<file path="src/rtl/gpio_edge_pkg.sv">
`timescale 1ns/1ps
package gpio_edge_pkg;

  // word indices (byte offset / 4)
  localparam int IDX_DIR  = 0;
  localparam int IDX_DATA = 1;
  localparam int IDX_IEN  = 2;
  localparam int IDX_CHG  = 3;
  localparam int IDX_MASK = 4;
  localparam int IDX_TYPE = 5;

  // bit0: rising edges detected, bit1: falling edges detected
  localparam logic [31:0] TRIG_BOTH_CODE = 32'h0000_0003;

  function automatic logic [31:0] merge_masked(input logic [31:0] old_v,
                                               input logic [31:0] new_v,
                                               input logic [31:0] mask);
    return (old_v & ~mask) | (new_v & mask);
  endfunction

  function automatic logic [31:0] line_view(input logic [31:0] dir,
                                            input logic [31:0] latch,
                                            input logic [31:0] pins);
    return (dir & latch) | (~dir & pins);
  endfunction

  function automatic logic [31:0] status_next(input logic [31:0] cur,
                                              input logic [31:0] clr,
                                              input logic [31:0] hit);
    return (cur & ~clr) | hit;
  endfunction

endpackage

</file>
<file path="src/rtl/gpio_line_sync.sv">
`timescale 1ns/1ps
module gpio_line_sync #(
  parameter int WIDTH = 32
) (
  input  logic             clk,
  input  logic             rst_n,
  input  logic [WIDTH-1:0] pin_in,
  output logic [WIDTH-1:0] sync_o,
  output logic [WIDTH-1:0] edge_o
);

  for (genvar i = 0; i < WIDTH; i++) begin : g_line
    logic meta_q, sync_q, prev_q;
    always_ff @(posedge clk) begin
      if (!rst_n) begin
        meta_q <= 1'b0;
        sync_q <= 1'b0;
        prev_q <= 1'b0;
      end else begin
        meta_q <= pin_in[i];
        sync_q <= meta_q;
        prev_q <= sync_q;
      end
    end
    assign sync_o[i] = sync_q;
    assign edge_o[i] = sync_q ^ prev_q;
  end

  // an edge flag is only raised when the synchronized value just moved
  assert_edge_means_move_R5: assert property (@(posedge clk) disable iff (!rst_n)
    (edge_o != '0) |-> ((sync_o ^ $past(sync_o)) & edge_o) == edge_o);

endmodule

</file>
<file path="src/rtl/gpio_change_status.sv">
`timescale 1ns/1ps
module gpio_change_status #(
  parameter int WIDTH = 32
) (
  input  logic             clk,
  input  logic             rst_n,
  input  logic [WIDTH-1:0] edge_i,
  input  logic [WIDTH-1:0] clr_i,
  output logic [WIDTH-1:0] chg_o
);
  import gpio_edge_pkg::*;

  logic [31:0] cur32, clr32, hit32, nxt32;

  always_comb begin
    cur32 = '0; clr32 = '0; hit32 = '0;
    cur32[WIDTH-1:0] = chg_o;
    clr32[WIDTH-1:0] = clr_i;
    hit32[WIDTH-1:0] = edge_i;
    nxt32 = status_next(cur32, clr32, hit32);
  end

  always_ff @(posedge clk) begin
    if (!rst_n) chg_o <= '0;
    else        chg_o <= nxt32[WIDTH-1:0];
  end

  // every edge latches its bit, collisions included
  assert_edge_latches_R5: assert property (@(posedge clk) disable iff (!rst_n)
    (edge_i != '0) |=> (chg_o & $past(edge_i)) == $past(edge_i));
  assert_edge_wins_R7: assert property (@(posedge clk) disable iff (!rst_n)
    ((edge_i & clr_i) != '0) |=> (chg_o & $past(edge_i & clr_i)) != '0);
  // cleared bits without a concurrent edge go to zero
  assert_w1c_clears_R6: assert property (@(posedge clk) disable iff (!rst_n)
    (clr_i != '0) |=> (chg_o & $past(clr_i & ~edge_i)) == '0);
  // no edge and no clear: status holds
  assert_status_holds_R6: assert property (@(posedge clk) disable iff (!rst_n)
    (edge_i == '0 && clr_i == '0) |=> $stable(chg_o));

endmodule

</file>
<file path="src/rtl/gpio_edge_ctrl.sv">
`timescale 1ns/1ps
module gpio_edge_ctrl #(
  parameter int NUM_LINES = 32,
  parameter int ADDR_W    = 8
) (
  input  logic                 clk,
  input  logic                 rst_n,
  input  logic [ADDR_W-1:0]    bus_addr,
  input  logic                 bus_we,
  input  logic [31:0]          bus_wdata,
  output logic [31:0]          bus_rdata,
  input  logic [NUM_LINES-1:0] pin_in,
  output logic [NUM_LINES-1:0] pin_out,
  output logic [NUM_LINES-1:0] pin_oe,
  output logic                 irq
);
  import gpio_edge_pkg::*;

  localparam int W     = NUM_LINES;
  localparam int IDX_W = ADDR_W - 2;
  localparam logic [31:0] LINE_MASK32 = 32'((64'd1 << W) - 64'd1);

  if (W < 1 || W > 32 || ADDR_W < 5) begin : g_bad_cfg
    $error("gpio_edge_ctrl: NUM_LINES must be 1..32 and ADDR_W at least 5");
  end

  function automatic logic [31:0] widen(input logic [W-1:0] v);
    logic [31:0] r;
    r = '0;
    r[W-1:0] = v;
    return r;
  endfunction

  // decode
  logic [IDX_W-1:0] word_idx;
  logic sel_dir, sel_data, sel_ien, sel_chg, sel_mask, sel_type;
  assign word_idx = bus_addr[ADDR_W-1:2];
  assign sel_dir  = (word_idx == IDX_W'(IDX_DIR));
  assign sel_data = (word_idx == IDX_W'(IDX_DATA));
  assign sel_ien  = (word_idx == IDX_W'(IDX_IEN));
  assign sel_chg  = (word_idx == IDX_W'(IDX_CHG));
  assign sel_mask = (word_idx == IDX_W'(IDX_MASK));
  assign sel_type = (word_idx == IDX_W'(IDX_TYPE));

  logic wr_dir, wr_data, wr_ien, wr_mask;
  assign wr_dir  = bus_we && sel_dir;
  assign wr_data = bus_we && sel_data;
  assign wr_ien  = bus_we && sel_ien;
  assign wr_mask = bus_we && sel_mask;

  logic [W-1:0] wdata_w;
  assign wdata_w = bus_wdata[W-1:0];

  // registers
  logic [W-1:0] dir_q, out_q, ien_q, mask_q;
  logic [31:0]  out_next32;
  assign out_next32 = merge_masked(widen(out_q), bus_wdata, widen(mask_q));

  always_ff @(posedge clk) begin
    if (!rst_n) begin
      dir_q  <= '0;
      out_q  <= '0;
      ien_q  <= '0;
      mask_q <= '1;
    end else begin
      if (wr_dir)  dir_q  <= wdata_w;
      if (wr_data) out_q  <= out_next32[W-1:0];
      if (wr_ien)  ien_q  <= wdata_w;
      if (wr_mask) mask_q <= wdata_w;
    end
  end

  // pin capture and change status
  logic [W-1:0] sync_vec, edge_vec, clr_vec, chg_vec;
  assign clr_vec = (bus_we && sel_chg) ? wdata_w : '0;

  gpio_line_sync #(.WIDTH(W)) u_sync (
    .clk    (clk),
    .rst_n  (rst_n),
    .pin_in (pin_in),
    .sync_o (sync_vec),
    .edge_o (edge_vec)
  );

  gpio_change_status #(.WIDTH(W)) u_status (
    .clk   (clk),
    .rst_n (rst_n),
    .edge_i(edge_vec),
    .clr_i (clr_vec),
    .chg_o (chg_vec)
  );

  // outputs
  logic [W-1:0] pending_vec;
  assign pending_vec = chg_vec & ien_q;
  assign irq     = |pending_vec;
  assign pin_out = out_q;
  assign pin_oe  = dir_q;

  logic [31:0] view32;
  assign view32 = line_view(widen(dir_q), widen(out_q), widen(sync_vec));

  always_comb begin
    bus_rdata = '0;
    if (sel_dir)  bus_rdata = widen(dir_q);
    if (sel_data) bus_rdata = view32;
    if (sel_ien)  bus_rdata = widen(ien_q);
    if (sel_chg)  bus_rdata = widen(chg_vec);
    if (sel_mask) bus_rdata = widen(mask_q);
    if (sel_type) bus_rdata = TRIG_BOTH_CODE;
  end

  // direction write reaches the output enables next cycle
  assert_oe_follows_dir_R2: assert property (@(posedge clk) disable iff (!rst_n)
    wr_dir |=> pin_oe == $past(wdata_w));
  // masked latch update
  assert_masked_write_R3: assert property (@(posedge clk) disable iff (!rst_n)
    wr_data |=> pin_out == (($past(pin_out) & ~$past(mask_q)) | ($past(wdata_w) & $past(mask_q))));
  assert_latch_holds_R3: assert property (@(posedge clk) disable iff (!rst_n)
    !wr_data |=> $stable(pin_out));
  // interrupt rises only with an enabled pending change
  assert_irq_cause_R8: assert property (@(posedge clk) disable iff (!rst_n)
    irq |-> (ien_q != '0 && chg_vec != '0));
  // unimplemented positions read zero
  assert_upper_zero_R9: assert property (@(posedge clk) disable iff (!rst_n)
    !sel_type |-> (bus_rdata & ~LINE_MASK32) == '0);

endmodule

</file>
<file path="config.mk">
export PLATFORM = sky130hd
export DESIGN_NAME = gpio_edge_ctrl
export DESIGN_NICKNAME = d
export VERILOG_FILES = /design/src/rtl/gpio_edge_pkg.sv /design/src/rtl/gpio_line_sync.sv /design/src/rtl/gpio_change_status.sv /design/src/rtl/gpio_edge_ctrl.sv
export SDC_FILE = /design/constraint.sdc
export NUM_CORES = 1
export LEC_CHECK = 0
export ABC_AREA = 1
export ABC_CLOCK_PERIOD_IN_PS = 1400
export BUFFER_PORTS_ARGS = -buffer_cell sky130_fd_sc_hd__buf_2
export CORE_MARGIN = 3
export CORE_UTILIZATION = 50
export DETAILED_ROUTE_END_ITERATION = 7
export PLACE_DENSITY = 0.72
export RECOVER_POWER = 100
export REMOVE_ABC_BUFFERS = 1
export SETUP_SLACK_MARGIN = 0.05
export SYNTH_ARGS = -nofsm -noshare
export SYNTH_HDL_FRONTEND = slang
export SYNTH_SLANG_ARGS = --single-unit
</file>
<file path="constraint.sdc">
create_clock -name clk -period 1.4 [get_ports clk]
set_input_delay 0.07 -clock clk [delete_from_list [all_inputs] [get_ports clk]]
set_output_delay 0.07 -clock clk [all_outputs]
set_load 0.03 [all_outputs]
</file>
==> results of run 1 <==
## final timing paths
| path | startpoint | to | slack [ns] | depth (start not counted) |
|---|---|---|---|---|
| setup reg to reg | mask_q[8] | mask_q[8] | 0.26 | 3 |
| hold / removal | bus_we | mask_q[6] | 0.16 | 4 |
| hold reg to reg | u_sync.g_line[17].meta_q | u_sync.g_line[17].sync_q | 0.41 | 2 |
| setup / recovery | flip-flop | bus_rdata[30] | -0.22 | 6 |
## per-stage QoR
step	instances	hold slack (ns)	util	total power, mW
3_3_place_gp	2044	0.249	0.584	8.93
4_1_cts	2183	0.0785	0.683	16.4
5_1_grt	2188	0.158	0.682	16.8
2_1_floorplan	1517	0.154	-	8.23
3_5_place_dp	2044	0.254	0.584	8.95
6_report	2188	0.157	0.682	16.3
## cell type report
cell class              count  area [µm²]  area share
clock buffers              41         851      0.0567
diodes                      1        2.50    0.000167
multi-input cells        1099        5190       0.346
inverters                 162         608      0.0405
clock inverters            10        82.6     0.00550
flip-flops and latches    256        5290       0.352
repair buffers            339        2640       0.176
well taps                 280         350      0.0233
## cells by family (layout without fill, tap and decap cells)
kind of cell | Yosys count | in the layout
simple gates | 873 | 873
compound gates | 194 | 194
other cells | 0 | 1
flops | 256 | 256
buf+inv | 263 | 552
xor+xnor | 32 | 32
## timing repair
item | in CTS | in global routing
pin swaps | 92 | 46
buffers inserted | 16 | 4
hold buffers | 72 | 0
endpoints found under the setup margin | 33 | 34
endpoints found under the hold margin | 203 | 0
cloned | 0 | 0
resized for setup | 235 | 52
## per-layer routing
metal  vias up  part of all wire  track usage
met1      5396              0.43        0.367
met5         -                 0            0
met3        64             0.075       0.0390
li1       5705                 -            -
met4         0             0.022       0.0884
met2       467              0.48        0.466
## power by group
part / total [mW] / internal, mW / switching (mW)
combinational: 1.36 / 0.568 / 0.788
clock: 7.33 / 4.38 / 2.96
sequential: 7.62 / 7.47 / 0.146
total: 16.3 / 12.4 / 3.89
## critical path: stages (launching register included)
cell,delay [ns]
dfxtp_2,0.33
nand2_1,0.06
a21boi_2,0.16
nor2_1,0.05
nor2_1,0.10
nand4_1,0.14
buf_6,0.18
## cells in the final DEF, fill, tap and decap left out, drive strengths merged
cell type and count:
nor3 33, o211ai 2, dfxtp 256, a21boi 3
clkinv 7, diode 1, buf 196, dlygate4sd3 72
clkbuf 112, bufinv 1, nand4 99, inv 161
o21ai 131, a21oi 58, nand2 397, xnor2 32
nand3 79, nor2 265, clkinvlp 3
==> impl_metrics.py, run 1 <==
metrics = {
    "clock_tree": {
        "cts_tree": "built",
        "cts-root-buf": "clkbuf_16",
        "path_clk_slew_ns": 0.06,
        "cts.sink_count": 256,
        "clk_latency_ns": 0.53,
        "clk_path_buf_depth": 3,
        "h-tree-depth": 1,
        "cts_made_buffers": 28,
    },
    "drt": {
        "drtPass1Iterations": 5,
        "routed_via_density": 5.32,
        "drc": 0,
        "drt_iter0_drc": 1034,
        "wl_um": 34600,
        "vias": 11600,
        "ant_nets": 0,
        "wire_per_inst_um": 15.8,
    },
    "sta": {
        "hold_viol": 0,
        "drv_slew": 0,
        "rsz0062_at_grt": "true",
        "layout_min_cycle_time_ns": 1.62,
        "fmax_ghz": 0.618,
        "max_slew_margin": 0.476,
        "finalWorstSetupSlack_ns": -0.217,
        "setup_tns_ns": -4.41,
        "fin_crit_sh": 1.16,
        "worst_slew_pin_slew_ns": 0.786,
        "clock_skew_ns": 0.00443,
        "setup_viol": 34,
    },
    "floorplan": {
        "rows": 54,
        "ios": 172,
        "dieArea_um2": 24400,
        "start_util": 0.512,
        "die_h_um": 156,
        "coreArea_um2": 22000,
        "die_x_um": 156,
    },
    "synth": {
        "synth-edff-count": 0,
        "synth-xor-area-share": 0.0248,
        "async_reset_ff_frac": 0,
        "synth.most_common_cell": "nand2_1",
        "yosysUniqueCellTypes": 26,
        "synth.area.top_cells": "dfxtp_1 45%, nand2_1 13%, nor2_1 8.5%",
        "yosysTopAreaCell": "dfxtp_1",
        "syn_area_um2": 11300,
        "synth_top_family_by_area": "simple AND/OR/NAND/NOR gates",
        "postSynthCellCount": 1618,
        "synth-adder-area-share": 0,
        "synthMuxAreaShare": 0,
        "synthSimpleGateAreaFrac": 0.334,
        "netlist_top_cells_count": "393 x nand2_1, 256 x dfxtp_1, 256 x nor2_1, 159 x inv_1, 110 x o21ai_0",
        "synth-compound-area-share": 0.0872,
        "synth.avg_cell_area_um2": 6.97,
        "synth_top_flop_cell": "dfxtp_1",
        "yosys_warnings": 0,
        "ys_ff_latch": 256,
        "synth_top_area_frac": 0.454,
        "ys_seq_area_frac": 0.454,
    },
    "cells_and_area": {
        "fillCellCount": 1857,
        "drive_gt1_frac": 0.240,
        "fin_nets": 1961,
        "stdcell_area_um2": 15000,
        "area_growth_pct": 33.1,
    },
    "job": {
        "cap_violations": 0,
    },
    "critical_path": {
        "critPathLaunchType": "flip-flop",
        "endpoint_kind": "output pin",
        "arrival_ns": 1.55,
        "crit_path_max_fanout": 3,
        "crit_type": "reg -> out",
        "required_ns": 1.33,
    },
    "global_route": {
        "grt_max_degree": 68,
        "first_global_vias": 11200,
        "grt_first_pass_wirelength_um": 55800,
        "antenna_found_initial": 1,
        "grt_use_total": 0.276,
        "overflow": 0,
    },
    "outcome": {
        "violations": "negative setup slack",
        "outcome": "complete, but fails checks",
    },
    "placement": {
        "dp_slack_ns": -0.128,
        "gp_congestion": 0.819,
        "place_area_um2": 12900,
        "dp_hpwl_um": 21700,
        "io_buffers": 169,
    },
    "power": {
        "cellLeakagePower_nw": 6.93,
        "ir_drop_mv": 0.854,
        "power_density_nw_per_um2": 1090,
    },
    "worst_hold_path": {
        "hold_path_class": "in -> reg",
    },
}
No activity file was read; power rests on OpenSTA's default activity.
==> run 2, diff against run 1 <==
BUFFER_PORTS_ARGS = unset   (was -buffer_cell sky130_fd_sc_hd__buf_2)
DONT_BUFFER_PORTS = 1   (was unset)
MAX_ROUTING_LAYER = met4   (was unset)
PLACE_DENSITY = unset   (was 0.72)
==> impl_metrics.py, run 2 (synthesis results as in run 1) <==
metrics = {
    "critical_path": {
        "max_stage_delay_ns": 0.33,
        "crit_type": "reg -> out",
        "cpMostUsedCell": "nor2_1",
        "crit_chain": "nand2_1, a21boi_2, nor2_1, nor2_1, nand4_1, buf_12",
        "crit_family": "simple AND/OR/NAND/NOR gates",
        "critPathLaunchType": "flip-flop",
        "r2r_start": "mask_q[7]",
        "crit_slowest_cell": "dfxtp_2",
        "reg2reg_depth": 5,
        "critical_path_depth": 6,
        "endpoint_kind": "output pin",
        "crit_path_max_fanout": 4,
        "r2r_slack_ns": 0.09,
        "path_buf_inv": 1,
        "arrival_ns": 1.60,
        "required_ns": 1.33,
    },
    "global_route": {
        "first_global_vias": 11800,
        "met3_usage": 0.0534,
        "grt_use_total": 0.316,
        "grt_first_pass_wirelength_um": 61000,
        "antenna_found_initial": 1,
        "top_usage_layer": "met2",
        "grt_max_degree": 150,
        "use_met1": 0.395,
        "grtUsageMet2": 0.524,
        "overflow": 0,
    },
    "drt": {
        "drtPass1Iterations": 6,
        "wire_per_inst_um": 18.8,
        "wl_um": 42500,
        "drt_iter0_drc": 1075,
        "routed_via_density": 5.54,
        "ant_nets": 0,
        "vias": 12500,
        "drc": 0,
    },
    "power": {
        "switching_power_mw": 3.98,
        "internal_power_mw": 12.7,
        "seqPwrFrac": 0.459,
        "power_frac_comb": 0.083,
        "power_density_nw_per_um2": 1010,
        "power.share.clock": 0.458,
        "cellLeakagePower_nw": 7.14,
        "ir_drop_mv": 1.24,
        "switching_share": 0.239,
    },
    "cells_and_area": {
        "final_cell_mix": "367 x nand2_1, 251 x nor2_1, 189 x dlygate4sd3_1",
        "area_growth_pct": 46.2,
        "drive_gt1_frac": 0.235,
        "fin_nets": 2039,
        "stdcell_area_um2": 16500,
        "fillCellCount": 1672,
        "layout_commonest_cell": "nand2_1",
    },
    "floorplan": {
        "ios": 172,
        "dieArea_um2": 24400,
        "die_x_um": 156,
        "coreArea_um2": 22000,
        "start_util": 0.512,
        "rows": 54,
        "die_h_um": 156,
    },
    "sta": {
        "setup_viol": 47,
        "layout_min_cycle_time_ns": 1.67,
        "hold_viol": 0,
        "rsz0062_at_grt": "true",
        "worst_slew_pin_slew_ns": 1.11,
        "drv_slew": 0,
        "fmax_ghz": 0.598,
        "fin_crit_sh": 1.19,
        "finalWorstSetupSlack_ns": -0.272,
        "clock_skew_ns": 0.00651,
        "max_slew_margin": 0.263,
    },
    "outcome": {
        "outcome": "complete, but fails checks",
        "violations": "negative setup slack",
    },
    "clock_tree": {
        "cts.sink_count": 256,
        "clk_latency_ns": 0.54,
        "clk_path_buf_depth": 3,
        "h-tree-depth": 1,
        "path_clk_slew_ns": 0.06,
        "cts-root-buf": "clkbuf_16",
        "cts_tree": "built",
        "cts_made_buffers": 28,
    },
    "placement": {
        "dp_hpwl_um": 20000,
        "dp_slack_ns": 0.00225,
        "io_buffers": 0,
        "place_area_um2": 12400,
        "gp_congestion": 0.813,
    },
    "job": {
        "cap_violations": 0,
    },
    "worst_hold_path": {
        "holdPathStages": 4,
        "worstHoldStart": "bus_we",
        "hold_path_class": "in -> reg",
    },
}
run 2: cell count changes in the layout (fill, tap and decap cells not counted), moves of 10 or more:
cell / previous run / this run
buf_4: 77 / 93
dlygate4sd3_1: 72 / 189
dfxtp_2: 74 / 99
clkbuf_1: 47 / 31
nand3_2: 0 / 13
dfxtp_4: 18 / 8
dfxtp_1: 164 / 149
nand3_1: 78 / 58
clkbuf_2: 24 / 37
buf_2: 72 / 0
run 2: final cells by class:
cell class,instances,area (µm²),area share
multi-input combinational,1099,5360,0.325
sequential,256,5280,0.320
timing repair buffer,417,3940,0.239
clock buffer,40,857,0.0519
inverter,162,608,0.0369
tap,280,350,0.0212
clock inverter,10,105,0.00637
antenna,1,2.50,0.000152
run 2: worst max-delay path by stage:
stage / start / endpoint / slack (ns)
floorplan: bus_addr[7] / bus_rdata[22] / -1.21
global placement: bus_addr[5] / bus_rdata[19] / 0.006
detailed placement: bus_addr[5] / bus_rdata[19] / 0.002
CTS: pin_oe[0] / bus_rdata[0] / -0.27
global route: pin_oe[0] / bus_rdata[0] / -0.34
finish: pin_oe[0] / bus_rdata[0] / -0.27
run 2: stage by stage:
step | total power, mW | utilization | cells | setup TNS, ns | hold WS, ns
6_report | 16.7 | 0.749 | 2265 | -7.93 | 0.0484
5_1_grt | 17.1 | 0.749 | 2265 | -13.80 | 0.0617
4_1_cts | 16.6 | 0.736 | 2247 | -4.20 | 0.0372
3_5_place_dp | 8.56 | 0.563 | 1935 | 0 | 0.172
3_3_place_gp | 8.54 | 0.563 | 1935 | 0 | 0.168
2_1_floorplan | 8.23 | - | 1517 | -166.29 | 0.154
run 2: repair_timing:
item,4_1_cts,5_1_grt
buffers inserted,37,31
pin swaps,73,87
hold buffers,225,3
cloned,0,11
hold endpoints to repair,256,35
gates resized for setup,185,141
setup endpoints to repair,33,108
run 2: worst min-delay path: cells and delay by family:
kind	cells	cell delay, ns
simple gates	3	0.24
buf+inv	1	0.22
run 2: power groups by stage:
stage | Sequential [mW] | Clock (mW) | Combinational [mW]
floorplan | 7.78 | 0 | 0.453
global placement | 7.78 | 0 | 0.764
detailed placement | 7.78 | 0 | 0.774
CTS | 7.63 | 7.70 | 1.24
global route | 7.66 | 8.00 | 1.47
finish | 7.64 | 7.63 | 1.38
run 2: per-layer routing:
| layer | wire (µm) | vias to the layer above |
|---|---|---|
| met4 | 1610 | 0 |
| li1 | - | 5857 |
| met5 | 0 | - |
| met1 | 17200 | 5920 |
| met2 | 19800 | 626 |
| met3 | 3920 | 144 |
